===== config.mk =====
export PLATFORM = sky130hd
export DESIGN_NAME = mcu_io_space
export DESIGN_NICKNAME = d
export VERILOG_FILES = /design/src/rtl/io_space_pkg.sv /design/src/rtl/io_space_decode.sv /design/src/rtl/io_status_reg.sv /design/src/rtl/io_gpr_bank.sv /design/src/rtl/io_nvm_addr.sv /design/src/rtl/mcu_io_space.sv
export SDC_FILE = /design/constraint.sdc
export NUM_CORES = 1
export LEC_CHECK = 0
export BUFFER_PORTS_ARGS = -buffer_cell sky130_fd_sc_hd__clkbuf_2
export CAP_MARGIN = 20
export CORE_ASPECT_RATIO = 1.2
export CORE_MARGIN = 10
export CORE_UTILIZATION = 31
export CTS_CLUSTER_DIAMETER = 120
export CTS_CLUSTER_SIZE = 14
export DETAILED_ROUTE_END_ITERATION = 10
export PLACE_DENSITY = 0.54
export SLEW_MARGIN = 10
export SYNTH_ARGS = -nofsm -noshare
export SYNTH_HDL_FRONTEND = slang
export SYNTH_HIERARCHICAL = 1
export SYNTH_SLANG_ARGS = --single-unit

===== constraint.sdc =====
create_clock -name clk -period 2.7 [get_ports clk]
set_input_delay 0 -clock clk [delete_from_list [all_inputs] [get_ports clk]]
set_output_delay 0 -clock clk [all_outputs]
set_load 0.03 [all_outputs]

===== src/rtl/io_space_pkg.sv =====
package io_space_pkg;
  typedef enum logic [3:0] {
    ACC_IDLE  = 4'd0,
    ACC_IO_RD = 4'd1,
    ACC_IO_WR = 4'd2,
    ACC_LD    = 4'd3,
    ACC_ST    = 4'd4,
    ACC_BSET  = 4'd5,
    ACC_BCLR  = 4'd6,
    ACC_TSET  = 4'd7,
    ACC_TCLR  = 4'd8
  } acc_e;

  localparam int unsigned AW       = 8;
  localparam int unsigned IO_TOP   = 8'h3F;
  localparam int unsigned BIT_TOP  = 8'h1F;
  localparam int unsigned DS_OFS   = 8'h20;
  localparam int unsigned EXT_BASE = 8'h60;

  // Map an access onto an I/O index: {ok, index}.
  function automatic logic [AW:0] io_map(acc_e a, logic [AW-1:0] ad);
    logic [AW:0] r;
    r = '0;
    case (a)
      ACC_IO_RD, ACC_IO_WR:
        if (ad <= AW'(IO_TOP)) r = {1'b1, ad};
      ACC_LD, ACC_ST:
        if (ad >= AW'(DS_OFS) && ad < AW'(EXT_BASE)) r = {1'b1, ad - AW'(DS_OFS)};
      ACC_BSET, ACC_BCLR, ACC_TSET, ACC_TCLR:
        if (ad <= AW'(BIT_TOP)) r = {1'b1, ad};
      default: r = '0;
    endcase
    return r;
  endfunction

  function automatic logic [7:0] bit_mask(logic [2:0] b);
    return 8'(1) << b;
  endfunction
endpackage


===== src/rtl/io_space_decode.sv =====
module io_space_decode
  import io_space_pkg::*;
#(
  parameter int unsigned NUM_GPR = 3,
  parameter logic [AW-1:0] STAT_A = 8'h10,
  parameter logic [AW-1:0] GPR_A  = 8'h11,
  parameter logic [AW-1:0] NVL_A  = 8'h61,
  parameter logic [AW-1:0] NVH_A  = 8'h62
) (
  input  acc_e               acc,
  input  logic [AW-1:0]      addr,
  output logic               is_rd,
  output logic               is_wr,
  output logic               is_bset,
  output logic               is_bclr,
  output logic               is_test,
  output logic               test_on_clear,
  output logic               io_ok,
  output logic               hit_stat,
  output logic [NUM_GPR-1:0] hit_gpr,
  output logic               hit_nvl,
  output logic               hit_nvh
);
  logic [AW:0]   mapped;
  logic [AW-1:0] io_idx;
  logic          ext_ok;

  always_comb begin
    mapped        = io_map(acc, addr);
    io_ok         = mapped[AW];
    io_idx        = mapped[AW-1:0];
    ext_ok        = (acc == ACC_LD || acc == ACC_ST) && (addr >= AW'(EXT_BASE));
    is_rd         = (acc == ACC_IO_RD) || (acc == ACC_LD);
    is_wr         = (acc == ACC_IO_WR) || (acc == ACC_ST);
    is_bset       = (acc == ACC_BSET) && io_ok;
    is_bclr       = (acc == ACC_BCLR) && io_ok;
    is_test       = (acc == ACC_TSET) || (acc == ACC_TCLR);
    test_on_clear = (acc == ACC_TCLR);
    hit_stat      = io_ok && (io_idx == STAT_A);
    hit_nvl       = ext_ok && (addr == NVL_A);
    hit_nvh       = ext_ok && (addr == NVH_A);
  end

  for (genvar g = 0; g < NUM_GPR; g++) begin : g_hit
    assign hit_gpr[g] = io_ok && (io_idx == GPR_A + AW'(g));
  end
endmodule


===== src/rtl/io_status_reg.sv =====
module io_status_reg #(
  parameter int unsigned DW = 8
) (
  input  logic          clk,
  input  logic          rst_n,
  input  logic [DW-1:0] hw_set,
  input  logic          byte_wr,
  input  logic          bit_set_op,
  input  logic          bit_clr_op,
  input  logic [DW-1:0] wdata,
  input  logic [DW-1:0] mask,
  output logic [DW-1:0] flags_q
);
  logic [DW-1:0] clr_vec;

  always_comb begin
    clr_vec = '0;
    if (byte_wr)         clr_vec = wdata;
    else if (bit_set_op) clr_vec = mask;   // a written one clears only that flag
  end

  always_ff @(posedge clk or negedge rst_n)
    if (!rst_n) flags_q <= '0;
    else        flags_q <= (flags_q & ~clr_vec) | hw_set;

  p_hw_wins_r10: assert property (@(posedge clk) disable iff (!rst_n)
    1'b1 |=> ((flags_q & $past(hw_set)) == $past(hw_set)));

  p_zero_keeps_r4: assert property (@(posedge clk) disable iff (!rst_n)
    byte_wr |=> ((flags_q & $past(flags_q & ~wdata)) == $past(flags_q & ~wdata)));

  p_bit_spares_r5: assert property (@(posedge clk) disable iff (!rst_n)
    (bit_set_op || bit_clr_op) |=>
      ((flags_q & $past(flags_q & ~mask)) == $past(flags_q & ~mask)));

  p_bclr_noop_r5: assert property (@(posedge clk) disable iff (!rst_n)
    (bit_clr_op && !byte_wr && !bit_set_op) |=> ((flags_q & $past(flags_q)) == $past(flags_q)));
endmodule


===== src/rtl/io_gpr_bank.sv =====
module io_gpr_bank #(
  parameter int unsigned DW      = 8,
  parameter int unsigned NUM_GPR = 3
) (
  input  logic               clk,
  input  logic               rst_n,
  input  logic [NUM_GPR-1:0] hit,
  input  logic               byte_wr,
  input  logic               bit_set_op,
  input  logic               bit_clr_op,
  input  logic [DW-1:0]      wdata,
  input  logic [DW-1:0]      mask,
  output logic [DW-1:0]      q [NUM_GPR]
);
  for (genvar g = 0; g < NUM_GPR; g++) begin : g_reg
    always_ff @(posedge clk or negedge rst_n)
      if (!rst_n)                   q[g] <= '0;
      else if (hit[g] && byte_wr)   q[g] <= wdata;
      else if (hit[g] && bit_set_op) q[g] <= q[g] | mask;
      else if (hit[g] && bit_clr_op) q[g] <= q[g] & ~mask;

    p_bit_only_r5: assert property (@(posedge clk) disable iff (!rst_n)
      (hit[g] && (bit_set_op || bit_clr_op)) |=>
        ((q[g] & ~$past(mask)) == ($past(q[g]) & ~$past(mask))));
  end
endmodule


===== src/rtl/io_nvm_addr.sv =====
module io_nvm_addr #(
  parameter int unsigned DW    = 8,
  parameter int unsigned NVA_W = 9
) (
  input  logic             clk,
  input  logic             rst_n,
  input  logic             wr_lo,
  input  logic             wr_hi,
  input  logic [DW-1:0]    wdata,
  output logic [DW-1:0]    rd_lo,
  output logic [DW-1:0]    rd_hi
);
  localparam int unsigned HI_W = NVA_W - DW;
  logic [NVA_W-1:0] nva_q;

  always_ff @(posedge clk or negedge rst_n)
    if (!rst_n) nva_q <= '0;
    else begin
      if (wr_lo) nva_q[DW-1:0]    <= wdata;
      if (wr_hi) nva_q[NVA_W-1:DW] <= wdata[HI_W-1:0];
    end

  assign rd_lo = nva_q[DW-1:0];
  assign rd_hi = {{(DW-HI_W){1'b0}}, nva_q[NVA_W-1:DW]};
endmodule


===== src/rtl/mcu_io_space.sv =====
module mcu_io_space
  import io_space_pkg::*;
#(
  parameter int unsigned DW      = 8,
  parameter int unsigned NUM_GPR = 3,
  parameter int unsigned NVA_W   = 9
) (
  input  logic       clk,
  input  logic       rst_n,
  input  logic [3:0] acc_type,
  input  logic [7:0] addr,
  input  logic [7:0] wdata,
  input  logic [2:0] bit_sel,
  input  logic [7:0] hw_event,
  output logic [7:0] rdata,
  output logic       skip
);
  acc_e               acc;
  logic               is_rd, is_wr, is_bset, is_bclr, is_test, test_on_clear, io_ok;
  logic               hit_stat, hit_nvl, hit_nvh, any_hit;
  logic [NUM_GPR-1:0] hit_gpr;
  logic [DW-1:0]      mask, flags, nv_lo, nv_hi, rd_val;
  logic [DW-1:0]      gpr_q [NUM_GPR];
  logic               sel_bit;

  assign acc  = acc_e'(acc_type);
  assign mask = bit_mask(bit_sel);

  io_space_decode #(.NUM_GPR(NUM_GPR)) u_dec (
    .acc(acc), .addr(addr), .is_rd(is_rd), .is_wr(is_wr), .is_bset(is_bset),
    .is_bclr(is_bclr), .is_test(is_test), .test_on_clear(test_on_clear),
    .io_ok(io_ok), .hit_stat(hit_stat), .hit_gpr(hit_gpr),
    .hit_nvl(hit_nvl), .hit_nvh(hit_nvh)
  );

  io_status_reg #(.DW(DW)) u_stat (
    .clk(clk), .rst_n(rst_n), .hw_set(hw_event),
    .byte_wr(is_wr && hit_stat), .bit_set_op(is_bset && hit_stat),
    .bit_clr_op(is_bclr && hit_stat), .wdata(wdata), .mask(mask), .flags_q(flags)
  );

  io_gpr_bank #(.DW(DW), .NUM_GPR(NUM_GPR)) u_gpr (
    .clk(clk), .rst_n(rst_n), .hit(hit_gpr), .byte_wr(is_wr),
    .bit_set_op(is_bset), .bit_clr_op(is_bclr), .wdata(wdata), .mask(mask), .q(gpr_q)
  );

  io_nvm_addr #(.DW(DW), .NVA_W(NVA_W)) u_nva (
    .clk(clk), .rst_n(rst_n), .wr_lo(is_wr && hit_nvl), .wr_hi(is_wr && hit_nvh),
    .wdata(wdata), .rd_lo(nv_lo), .rd_hi(nv_hi)
  );

  always_comb begin
    rd_val = '0;
    if (hit_stat) rd_val = flags;
    for (int i = 0; i < int'(NUM_GPR); i++)
      if (hit_gpr[i]) rd_val = gpr_q[i];
    if (hit_nvl) rd_val = nv_lo;
    if (hit_nvh) rd_val = nv_hi;
    any_hit = hit_stat || (|hit_gpr) || hit_nvl || hit_nvh;
    sel_bit = rd_val[bit_sel];
  end

  always_ff @(posedge clk or negedge rst_n)
    if (!rst_n) begin
      rdata <= '0;
      skip  <= 1'b0;
    end else begin
      rdata <= is_rd ? rd_val : '0;
      skip  <= (is_test && io_ok) ? (sel_bit ^ test_on_clear) : 1'b0;
    end

  p_nvh_reserved_r8: assert property (@(posedge clk) disable iff (!rst_n)
    (is_rd && hit_nvh) |=> (rdata[7:1] == 7'd0));

  p_bit_range_r6: assert property (@(posedge clk) disable iff (!rst_n)
    (is_test && addr > 8'h1F) |=> !skip);

  p_unmapped_r9: assert property (@(posedge clk) disable iff (!rst_n)
    (is_rd && !any_hit) |=> (rdata == 8'h00));

  p_skip_only_test_r7: assert property (@(posedge clk) disable iff (!rst_n)
    !is_test |=> !skip);
endmodule


## After elaboration in Yosys (flattened, before gate mapping)

Index checks and enable logic that the tools add are counted.

| storage, ports and cells | value |
|---|---|
| register bits | 50 |
| input bits | 33 |
| word-level logic and storage cells | 100 |
| output and inout port bits | 9 |

| operators by class | value |
|---|---|
| muxes and demuxes | 25 |
| shift-type cells | 1 |
| reduce and logical (&&, ||, !) cells | 34 |
| bitwise gates (word level) | 11 |
| add/subtract/negate cells | 1 |
| eq/ne operators | 14 |
| order comparisons | 6 |

Operators with widths:

| cell | number |
|---|---|
| 8-bit two-way mux | 18 |
| 8-bit bitwise AND | 4 |
| 8-bit by 5-bit == test with 1-bit output, second input constant | 4 |
| 8-bit bitwise OR | 4 |
| 9-bit two-way mux | 3 |
| 9-bit case mux with 3 select lines | 1 |
| 1-bit logical AND | 24 |
| 4-bit by 3-bit == test with 1-bit output, second input constant | 4 |
| 8-bit by 7-bit == test with 1-bit output, second input constant | 2 |
| 8-bit NOT | 2 |
| 3-bit nonzero test | 3 |
| 4-bit by 2-bit == test with 1-bit output, second input constant | 2 |
| 8-bit by 6-bit greater-or-equal comparator with 1-bit output, second input constant | 1 |
| 8-bit by 7-bit greater-or-equal comparator with 1-bit output, second input constant | 1 |
| 8-bit by 5-bit less-or-equal comparator with 1-bit output, second input constant | 1 |
| 8-bit by 6-bit less-or-equal comparator with 1-bit output, second input constant | 1 |
| 8-bit by 7-bit less-than comparator with 1-bit output, second input constant | 1 |
| 1-bit by 3-bit left shift with 8-bit output, first input constant | 1 |
| 8-bit by 6-bit subtractor with 8-bit output, second input constant | 1 |
| 4-bit by 1-bit == test with 1-bit output, second input constant | 1 |
| 4-bit == test, second input constant | 1 |
| 1-bit logical OR | 4 |
| 3-bit by 4-bit less-than comparator with 1-bit output, second input constant | 1 |
| 2-bit OR reduction | 2 |
| 4 further kinds | 5 |

## Longest topological paths before layout

Gate-level depths: netlist of the first run.

| logic depth | value |
|---|---|
| depth in word-level cells | 16 |
| gate-level depth with buffers | 12 |
| mapped depth without buffers | 11 |

## Hierarchy

Netlist of the first run, hierarchy kept.

Modules (own cells, without submodules):

| module | area an instance (µm²) | seq. area each (µm²) | cells each | times used |
|---|---|---|---|---|
| io_gpr_bank | 1088.5 | 600.6 | 106 | 1 |
| mcu_io_space | 947.2 | 225.2 | 122 | 1 |
| io_nvm_addr | 424.2 | 225.2 | 27 | 1 |
| io_status_reg | 376.6 | 200.2 | 34 | 1 |
| io_space_decode | 319.1 | 0.0 | 46 | 1 |

## Least setup slack after synthesis of the first run

Ideal clock, no wire load.

| timing path | value |
|---|---|
| kind | input port to flip-flop |
| start | in acc_type[0] |
| end | reg skip |
| arrival time | 2661 ps |
| data required time | 2574 ps |
| cell stages on the path | 11 |
| setup time | 126 ps |
| buffers on the path | 1 |
| setup slack | -87 ps |
| cell sequence | buf_2 > or3b_1 > a211oi_2 > a31oi_1 > nor3_1 > and2b_1 > a22oi_1 > a22o_1 > a221oi_2 > a22oi_2 > mux2i_1 |

| between the ends | value |
|---|---|
| elaborated cells on any way between the ends | 36 |
| classes of those cells | eq/ne (12); mux (10); bitwise (1); reduce/logical (13) |

RTL lines:

| element | line | RTL |
|---|---|---|
| start, declared | mcu_io_space.sv:10 | `input logic [3:0] acc_type,` |
| 4-bit == test, or another cell as far along | io_space_pkg.sv:24 | `case (a)` |
| 4-bit OR reduction or 2-bit OR reduction (tied branches) | io_space_pkg.sv:24 |  |
| 9-bit case mux with 3 select lines (*) | io_space_pkg.sv:24 |  |
| 8-bit by 5-bit == test with 1-bit output | io_space_decode.sv:45 | `assign hit_gpr[g] = io_ok && (io_idx == GPR_A + AW'(g));` |
| 1-bit logical AND (*) | io_space_decode.sv:45 |  |
| net hit_gpr[0] | mcu_io_space.sv:21 | `logic [NUM_GPR-1:0] hit_gpr;` |
| 8-bit two-way mux (*) (3 in a row) | mcu_io_space.sv:56 | `if (hit_gpr[i]) rd_val = gpr_q[i];` |
| 8-bit two-way mux (*) | mcu_io_space.sv:57 | `if (hit_nvl) rd_val = nv_lo;` |
| 8-bit two-way mux (*) | mcu_io_space.sv:58 | `if (hit_nvh) rd_val = nv_hi;` |
| 1-bit binary-select mux with 3-bit select (*) | mcu_io_space.sv:60 | `sel_bit = rd_val[bit_sel];` |
| 1-bit two-way mux (not written as such) (*) | mcu_io_space.sv:60 |  |
| 1-bit bitwise XOR (*) | mcu_io_space.sv:69 | `skip <= (is_test && io_ok) ? (sel_bit ^ test_on_clear) : 1'b0;` |
| 1-bit two-way mux (*) | mcu_io_space.sv:69 |  |
| end signal, assigned | mcu_io_space.sv:69 |  |
| end, declared | mcu_io_space.sv:16 | `output logic skip` |

Mark *: on every way through the listed nets, which the timed path passes. The rest lies on a longest branch. The select of a mux whose other input is x is not followed.
A chain may end at the register's enable or synchronous reset.

## Final worst setup path of the first run

| timing path | value |
|---|---|
| start | in acc_type[1] |
| end | reg skip |

Same word-level chain as after synthesis.

==> out/results.tsv, run 1 <==
metric	value	unit
htreeDepth	2	
clockBufferDepth	2	
clkTransAtPathRegs	0.06	ns
final_util	0.397	
post-cts-setup-buffers	0	
die_h	130	um
ir_worst_vdd	244	uV
start_util	0.316	
rows	40	
grt_pass1_wl	15400	um
ant_nets	0	
startpoint_type	input pin	
setup_viol	0	
status	finished with violations	
cp_max_fo	10	
grt_pass1_vias	2910	
min_from	wdata[6]	
cts_tree	built	
synth_cells	334	
cpMostUsedCell	buf_4	
drive_above_1_share	0.305	
cts_made_buffers	5	
setup_ws	0.274	ns
hp-class	in2reg	
coreArea	9960	sq um
r2r-end	skip$_DFF_PN0_	
post-place-ws	-0.168	ns
gp_congestion	0.863	
rsz0062_at_grt	false	
drcViolationCount	0	
wl	9720	um
max_slew_margin	0.470	
crit_type	in2reg	
slowest_delay	0.43	ns
die_area	14600	sq um
cp.arrival	2.60	ns
r2r_setup_slack	0.96	ns
routed-via-count	2895	
period_share	0.899	
nets	448	
grt_max_degree	28	
vias_per_cell	5.37	
cp_num_buf_inv	3	
hold_violations	1	
min_path_cells	2	
antenna_found_initial	0	
die_w	112	um
reg2reg_depth	6	
critPathCaptureType	flip-flop	
place_hpwl	7200	um
grt_usage	0.131	
worst_pin_slew	0.791	ns
whs	-0.00334	ns
holdPathEnd	u_nva/nva_q[6]$_DFFE_PN0P_	
fin_area	3960	sq um
gr-total-overflow	0	
setup_tns	0	ns
ios	42	
max_cap_viol_count	0	
avgSynthCellArea	9.43	sq um
required	2.88	ns
drv_slew	0	
port-buffer-count	41	
total_power	0.00155	W
place_area	3660	sq um
drt_iter0_drc	236	
failed_checks	negative hold slack	
dr.pass1.iters	5	
diodes	0	
synthesis.area	3150	sq um
cts_root_buf	clkbuf_16	
critPathSlowestCell	or4_1	
worstSkewPairLatency	0.29	ns
worstPathCellList	clkbuf_2, buf_4, xnor2_1, or4_1, nand4_1, nor3_2, buf_4, nor3b_4, a22oi_1, a22o_1, a221oi_2, a22oi_2, mux2i_1	
max_freq	412	MHz
cts_sinks	50	
fin_crit	2.43	ns
clock_skew	0.00303	ns
wl_per_cell	18.0	um
synth_warnings	6	
syn_to_final_growth	25.6	%
p_leak	1.72	nW
p_per_area	392	nW/um^2
path_delay_family	simple AND/OR/NAND/NOR gates	
cell type report:
cell class / count / area [sq um]
Timing Repair Buffer: 93 / 646
Inverter: 17 / 63.8
Sequential cell: 50 / 1250
Clock inverter: 1 / 7.51
Multi-Input combinational cell: 246 / 1700
Fill cell: 1012 / 6000
Tap cell: 126 / 158
Clock buffer: 6 / 129
what timing repair did:
item,4_1_cts,5_1_grt
hold buffers,15,0
gates resized for setup,0,2
setup endpoints to repair,0,1
endpoints found under the hold margin,40,0
routing by layer:
layer	routed length [um]	part of all wire	vias up	track usage
met5	0	0	-	0
met4	241	0.025	0	0.0478
met3	533	0.055	17	0.0201
met2	4780	0.49	109	0.232
met1	4170	0.43	1394	0.158
li1	-	-	1375	-
per-stage QoR:
step                cells  hold slack (ns)
CTS                   539         0.000380
finish                539         -0.00334
global placement      517           0.0663
detailed placement    517           0.0702
floorplan             340           -0.296
global route          539          0.00584
layout by cell type, fill, tap and decap left out, types with 3 or more instances in the layout:
cell	count
o31ai_1	3
dlygate4sd3_1	15
nor2b_1	10
nor3b_1	6
nor3_1	3
nor3_2	4
mux2_4	8
nor2_1	17
a221o_1	5
buf_4	36
or2_2	7
dfrtp_1	50
nand3b_1	13
clkbuf_2	41
inv_1	17
a221oi_1	5
and2_1	5
a211oi_1	4
nand2_1	24
a21oi_1	52
conb_1	7
a31o_2	8
o21ai_0	8
clkbuf_16	5
a22oi_1	4
a32o_1	8
report_power, final:
part	switching, W	internal (W)
Clock	0.000275	0.000339
Sequential	0.00000183	0.000752
Combinational	0.000104	0.0000780
Total	0.000381	0.00117
how the worst max path moves through the flow:
stage / from / endpoint / slack [ns] / cells after the start
2_1_floorplan: acc_type[0] / skip$_DFF_PN0_ / 0.09 / 11
3_3_place_gp: acc_type[1] / skip$_DFF_PN0_ / -0.06 / 11
3_5_place_dp: acc_type[1] / skip$_DFF_PN0_ / -0.17 / 13
4_1_cts: acc_type[1] / skip$_DFF_PN0_ / 0.12 / 13
5_1_grt: acc_type[1] / skip$_DFF_PN0_ / 0.11 / 13
6_report: acc_type[1] / skip$_DFF_PN0_ / 0.27 / 13
Note: power is estimated with default switching activity, not from simulation.
==> inputs of run 2 (changes only) <==
- CORE_MARGIN: 10 -> 1.5
==> run 2 against run 1 <==
The run now ends clean. Worst hold slack improved by 0.024 ns. Via count rose by 2.0%. Final cell count did not move. Die area fell by 26%. First-iteration DRC count rose by 1.3%. Register-to-register slack barely moved. Sequential share of layout area fell by 0.18 points. Global-route usage rose by 5.2 points. Non-clock buffer count fell by 1. Flip-flop and latch count did not move.
==> out/results.tsv, run 2 (synthesis results as in run 1) <==
metric	value	unit
status	finished clean	
antenna_found_initial	0	
cts_tree	built	
max_slew_margin	0.382	
post-cts-setup-buffers	0	
layout_common_cells	a21oi_1, dfrtp_1, clkbuf_2	
setup_tns	0	ns
diodes	0	
ios	42	
place_hpwl	7030	um
cts_root_buf	clkbuf_16	
max_freq	395	MHz
cp.arrival	2.74	ns
grt_usage	0.183	
die_h	113	um
vias_per_cell	5.48	
final_util	0.399	
worstSkewPairLatency	0.30	ns
hold_violations	0	
grt_max_degree	38	
cts_sinks	50	
crit_type	in2reg	
placed_cells	516	
p_per_area	420	nW/um^2
coreArea	9960	sq um
period_share	0.938	
max_cap_viol_count	0	
ant_nets	0	
clkTransAtPathRegs	0.07	ns
p_leak	1.74	nW
required	2.91	ns
critPathCaptureType	flip-flop	
clockBufferDepth	2	
rows	40	
fill_cells	987	
grt_pass1_vias	2899	
setup_viol	0	
rsz0062_at_grt	false	
htreeDepth	2	
clock_skew	0.00748	ns
grt_pass1_wl	15300	um
wl	9480	um
hp-class	in2reg	
post-place-ws	-0.171	ns
final_cell_count_no_fill	539	
die_area	10800	sq um
die_w	95.0	um
routed-via-count	2954	
port-buffer-count	41	
startpoint_type	input pin	
cp_max_fo	5	
final_common_cell	a21oi_1	
drv_slew	0	
drt_iter0_drc	239	
dr.pass1.iters	5	
fin_crit	2.53	ns
ir_worst_vdd	271	uV
gr-total-overflow	0	
worst_pin_slew	0.928	ns
cts_made_buffers	5	
drive_above_1_share	0.312	
setup_ws	0.167	ns
syn_to_final_growth	26.4	%
wl_per_cell	17.6	um
gp_congestion	0.862	
start_util	0.316	
drcViolationCount	0	
nets	447	
-- run 2: cell count changes in the layout (fill, tap and decap cells not counted) --
| cell | delta |
|---|---|
| a211oi_1 | -1 |
| a211oi_2 | +1 |
| buf_12 | -1 |
| bufinv_16 | +1 |
| clkbuf_1 | -1 |
| clkinv_2 | +1 |
| clkinvlp_4 | -1 |
| inv_6 | +1 |
| nor3b_1 | -1 |
| nor3b_2 | +1 |
| o21ai_0 | -1 |
| o21ai_1 | +1 |
-- run 2: cell type report --
cell class                 instances  area, sq um  share of cell area
clock inverter                     3         43.8              0.0110
clock buffer                       5          125              0.0315
inverter                          17         63.8              0.0160
timing repair buffer              92          626               0.157
sequential                        50         1250               0.315
tap                              126          158              0.0396
multi-input combinational        246         1710               0.430
-- run 2: metal layers --
| metal | global-route usage | part of all wire | vias up |
|---|---|---|---|
| li1 | - | - | 1373 |
| met2 | 0.312 | 0.50 | 110 |
| met1 | 0.236 | 0.42 | 1452 |
| met4 | 0.0657 | 0.027 | 0 |
| met5 | 0 | 0 | - |
| met3 | 0.0233 | 0.044 | 19 |
-- run 2: power by group --
group | leakage, nW | internal, W | switching (W)
Combinational | 0.995 | 0.0000807 | 0.000105
Sequential | 0.657 | 0.000751 | 0.00000201
Clock | 0.0842 | 0.000439 | 0.000293
Total | 1.74 | 0.00127 | 0.000400
-- run 2: worst paths after layout --
check / to / cells past startpoint / startpoint / slack (ns)
max: skip$_DFF_PN0_ / 11 / acc_type[1] / 0.17
min in group asynchronous: asynchronous set/reset pin / 2 / rst_n / 0.37
max reg2reg: skip$_DFF_PN0_ / 6 / flip-flop / 0.96
min reg2reg: u_stat/flags_q[3]$_DFF_PN0_ / 1 / u_stat/flags_q[3]$_DFF_PN0_ / 0.52
max in group asynchronous: u_stat/flags_q[6]$_DFF_PN0_ / 3 / rst_n / 1.58
min: u_nva/nva_q[6]$_DFFE_PN0P_ / 2 / wdata[6] / 0.02
-- run 2: repair_timing --
action                                  CTS  global route
endpoints found under the hold margin    50             0
hold buffers                             15             0
endpoints found under the setup margin    0             1
resized for setup                         0             5
-- run 2: metrics by stage --
step	power (W)	area, sq um	hold WS (ns)
after global routing	0.00174	3980	0.0260
after global placement	0.000932	3640	0.171
after CTS	0.00168	3960	0.0172
final	0.00167	3980	0.0209
after floorplan	0.000860	3180	-0.296
after detailed placement	0.000934	3640	0.184
-- run 2: worst max-delay path: stages --
cell,delay (ns)
clkbuf_2,0.11
or3b_1,0.42
a211oi_2,0.29
a31oi_2,0.20
nor4_2,0.38
nor3b_4,0.34
a22oi_1,0.14
a22o_1,0.28
a221oi_2,0.28
a22oi_2,0.12
mux2i_1,0.18
==> inputs of run 3 (changes only) <==
- GPL_TIMING_DRIVEN: not set -> 0
- SYNTH_HIERARCHICAL: 1 -> not set
==> run 3 against run 2 <==
Area after synthesis fell by 5.2%. Worst hold slack got worse by 0.016 ns. Power increased by 1.7%. Sequential share of layout area rose by 2.2 points. Non-clock buffer count shrank 17. Critical path depth shrank 1. Wire length up 2.0%. Via count is 1.6% higher. Critical endpoint unchanged. Clock skew is 0.0012 ns lower. Critical path type unchanged. Cell area shrank 6.5%. Synthesized cell count is 0.60% lower.
==> out/results.tsv, run 3 <==
metric	value	unit
routed-via-count	3001	
vias_per_cell	5.83	
critPathCaptureType	flip-flop	
htreeDepth	2	
post-place-ws	-0.457	ns
async_flop_share	1.00	
grt_usage	0.196	
muxShareOfSynthArea	0.0516	
gr-total-overflow	0	
die_area	10200	sq um
rows	39	
grt_max_degree	51	
r2r_setup_slack	0.37	ns
startpoint_type	input pin	
yosysMostFrequentCell	o21ai_0	
max_freq	380	MHz
hp-class	in2reg	
hold_violations	0	
cts_tree	built	
synthesis.area	2990	sq um
syn_nets	367	
drt_iter0_drc	189	
crit_type	in2reg	
drcViolationCount	0	
critPathSlowestCell	or4b_1	
path_delay_family	compound AO/OA/AOI/OAI gates	
synthSimpleGateAreaFrac	0.208	
cts_root_buf	clkbuf_16	
ant_nets	0	
gp_congestion	0.872	
synth-adder-area-share	0.00838	
synth_top_area_cell	dfrtp_1	
status	finished clean	
nets	426	
fin_area	3720	sq um
place_area	3340	sq um
synth_warnings	0	
whs	0.00539	ns
layout_common_cells	o21ai_0, dfrtp_1, clkbuf_2	
port-buffer-count	39	
synthXorXnorAreaFrac	0	
setup_viol	0	
synth_top_family_by_area	compound AO/OA/AOI/OAI gates	
synth_cells	332	
worstSkewPairLatency	0.29	ns
cts_made_buffers	5	
grt_pass1_wl	15500	um
synth.top_cell.area_share	0.419	
diodes	0	
drv_slew	0	
cp_num_buf_inv	2	
p_per_area	457	nW/um^2
ios	42	
synth_ff_type	dfrtp_1	
period_share	0.973	
ys_ff_latch	50	
clockBufferDepth	2	
place_hpwl	6800	um
grt_pass1_vias	2922	
placed_cells	494	
worstPathCellList	clkbuf_2, clkbuf_1, or4b_1, o32a_1, o22ai_1, nand4_1, o211ai_1, a221oi_1, o311ai_2, mux2_1	
p_leak	1.50	nW
cts_sinks	50	
synth_compound_area_frac	0.272	
die_w	92.6	um
synth_seq_area_share	0.419	
avgSynthCellArea	8.99	sq um
ys_types	61	
die_h	111	um
clkTransAtPathRegs	0.07	ns
total_power	0.00170	W
setup_ws	0.0717	ns
wl	9670	um
syn_to_final_growth	24.6	%
dr.pass1.iters	7	
fill_cells	1002	
fin_crit	2.63	ns
worst_pin_slew	0.964	ns
max_slew_margin	0.348	
synth_edf_count	0	
synth_area_leaders	dfrtp_1, o21ai_0, nand2_1, mux2_2, a31o_1	
drive_above_1_share	0.209	
max_cap_viol_count	0	
final_cell_count_no_fill	515	
cp_max_fo	10	
required	2.88	ns
antenna_found_initial	0	
ys_top_cells_by_count	o21ai_0, dfrtp_1, nand2_1	
clock_skew	0.00625	ns
ir_worst_vdd	294	uV
cp.arrival	2.81	ns
coreArea	9470	sq um
wl_per_cell	18.8	um
final_common_cell	o21ai_0	
start_util	0.315	
slowest_delay	0.63	ns
==> run 3: layer usage <==
metal	wire length (um)	global-route usage
met1	4260	0.274
met5	0	0
met2	4390	0.295
met3	644	0.0310
met4	371	0.0892
==> run 3: worst paths after layout <==
path | start | end | depth (start not counted)
setup reg to reg | flip-flop | skip$_DFF_PN0_ | 7
setup / recovery | acc_type[0] | skip$_DFF_PN0_ | 10
min in group asynchronous | rst_n | u_nva.nva_q[2]$_DFFE_PN0P_ | 2
hold reg to reg | flip-flop | flip-flop | 2
hold / removal | wdata[5] | u_nva.nva_q[5]$_DFFE_PN0P_ | 2
max in group asynchronous | rst_n | asynchronous set/reset pin | 2
==> run 3: cells by family after synthesis <==
logic type      Yosys count
buf+inv                  27
simple gates            117
fa+ha+maj                 2
flops                    50
mux                      14
compound gates          122
==> run 3: worst reg2reg max path: cells and delay by family (launching register included) <==
kind,cells,cell delay (ns)
and+or+nand+nor,1,0.14
DFF,1,0.41
AOI/OAI and AO/OA,5,1.34
muxes,1,0.34
==> run 3: through the flow <==
step,setup TNS (ns),util
2_1_floorplan,0,-
3_3_place_gp,-10.40,0.352
3_5_place_dp,-5.29,0.353
4_1_cts,0,0.389
5_1_grt,-0.00987,0.393
6_report,0,0.393
==> run 3: where the power goes <==
| part | internal [W] | leakage (nW) | switching (W) | total, W |
|---|---|---|---|---|
| sequential | 0.000751 | 0.657 | 0.00000147 | 0.000753 |
| clock | 0.000466 | 0.0875 | 0.000287 | 0.000753 |
| combinational | 0.0000729 | 0.753 | 0.000121 | 0.000193 |
| total | 0.00129 | 1.50 | 0.000409 | 0.00170 |
==> run 3: area by class of cell <==
type	count	area, sq um	share of cell area
Multi-Input combinational cell	255	1670	0.450
Sequential cell	50	1250	0.336
Timing Repair Buffer	54	345	0.0929
Tap cell	123	154	0.0414
Clock buffer	6	139	0.0373
Buffer	21	101	0.0273
Clock inverter	2	38.8	0.0104
Inverter	4	15.0	0.00404
==> run 3: repair_timing <==
item,4_1_cts,5_1_grt
hold buffers,14,0
hold endpoints to repair,63,0
gates resized for setup,3,11
pin swaps,0,1
endpoints found under the setup margin,6,12
buffers inserted,0,1
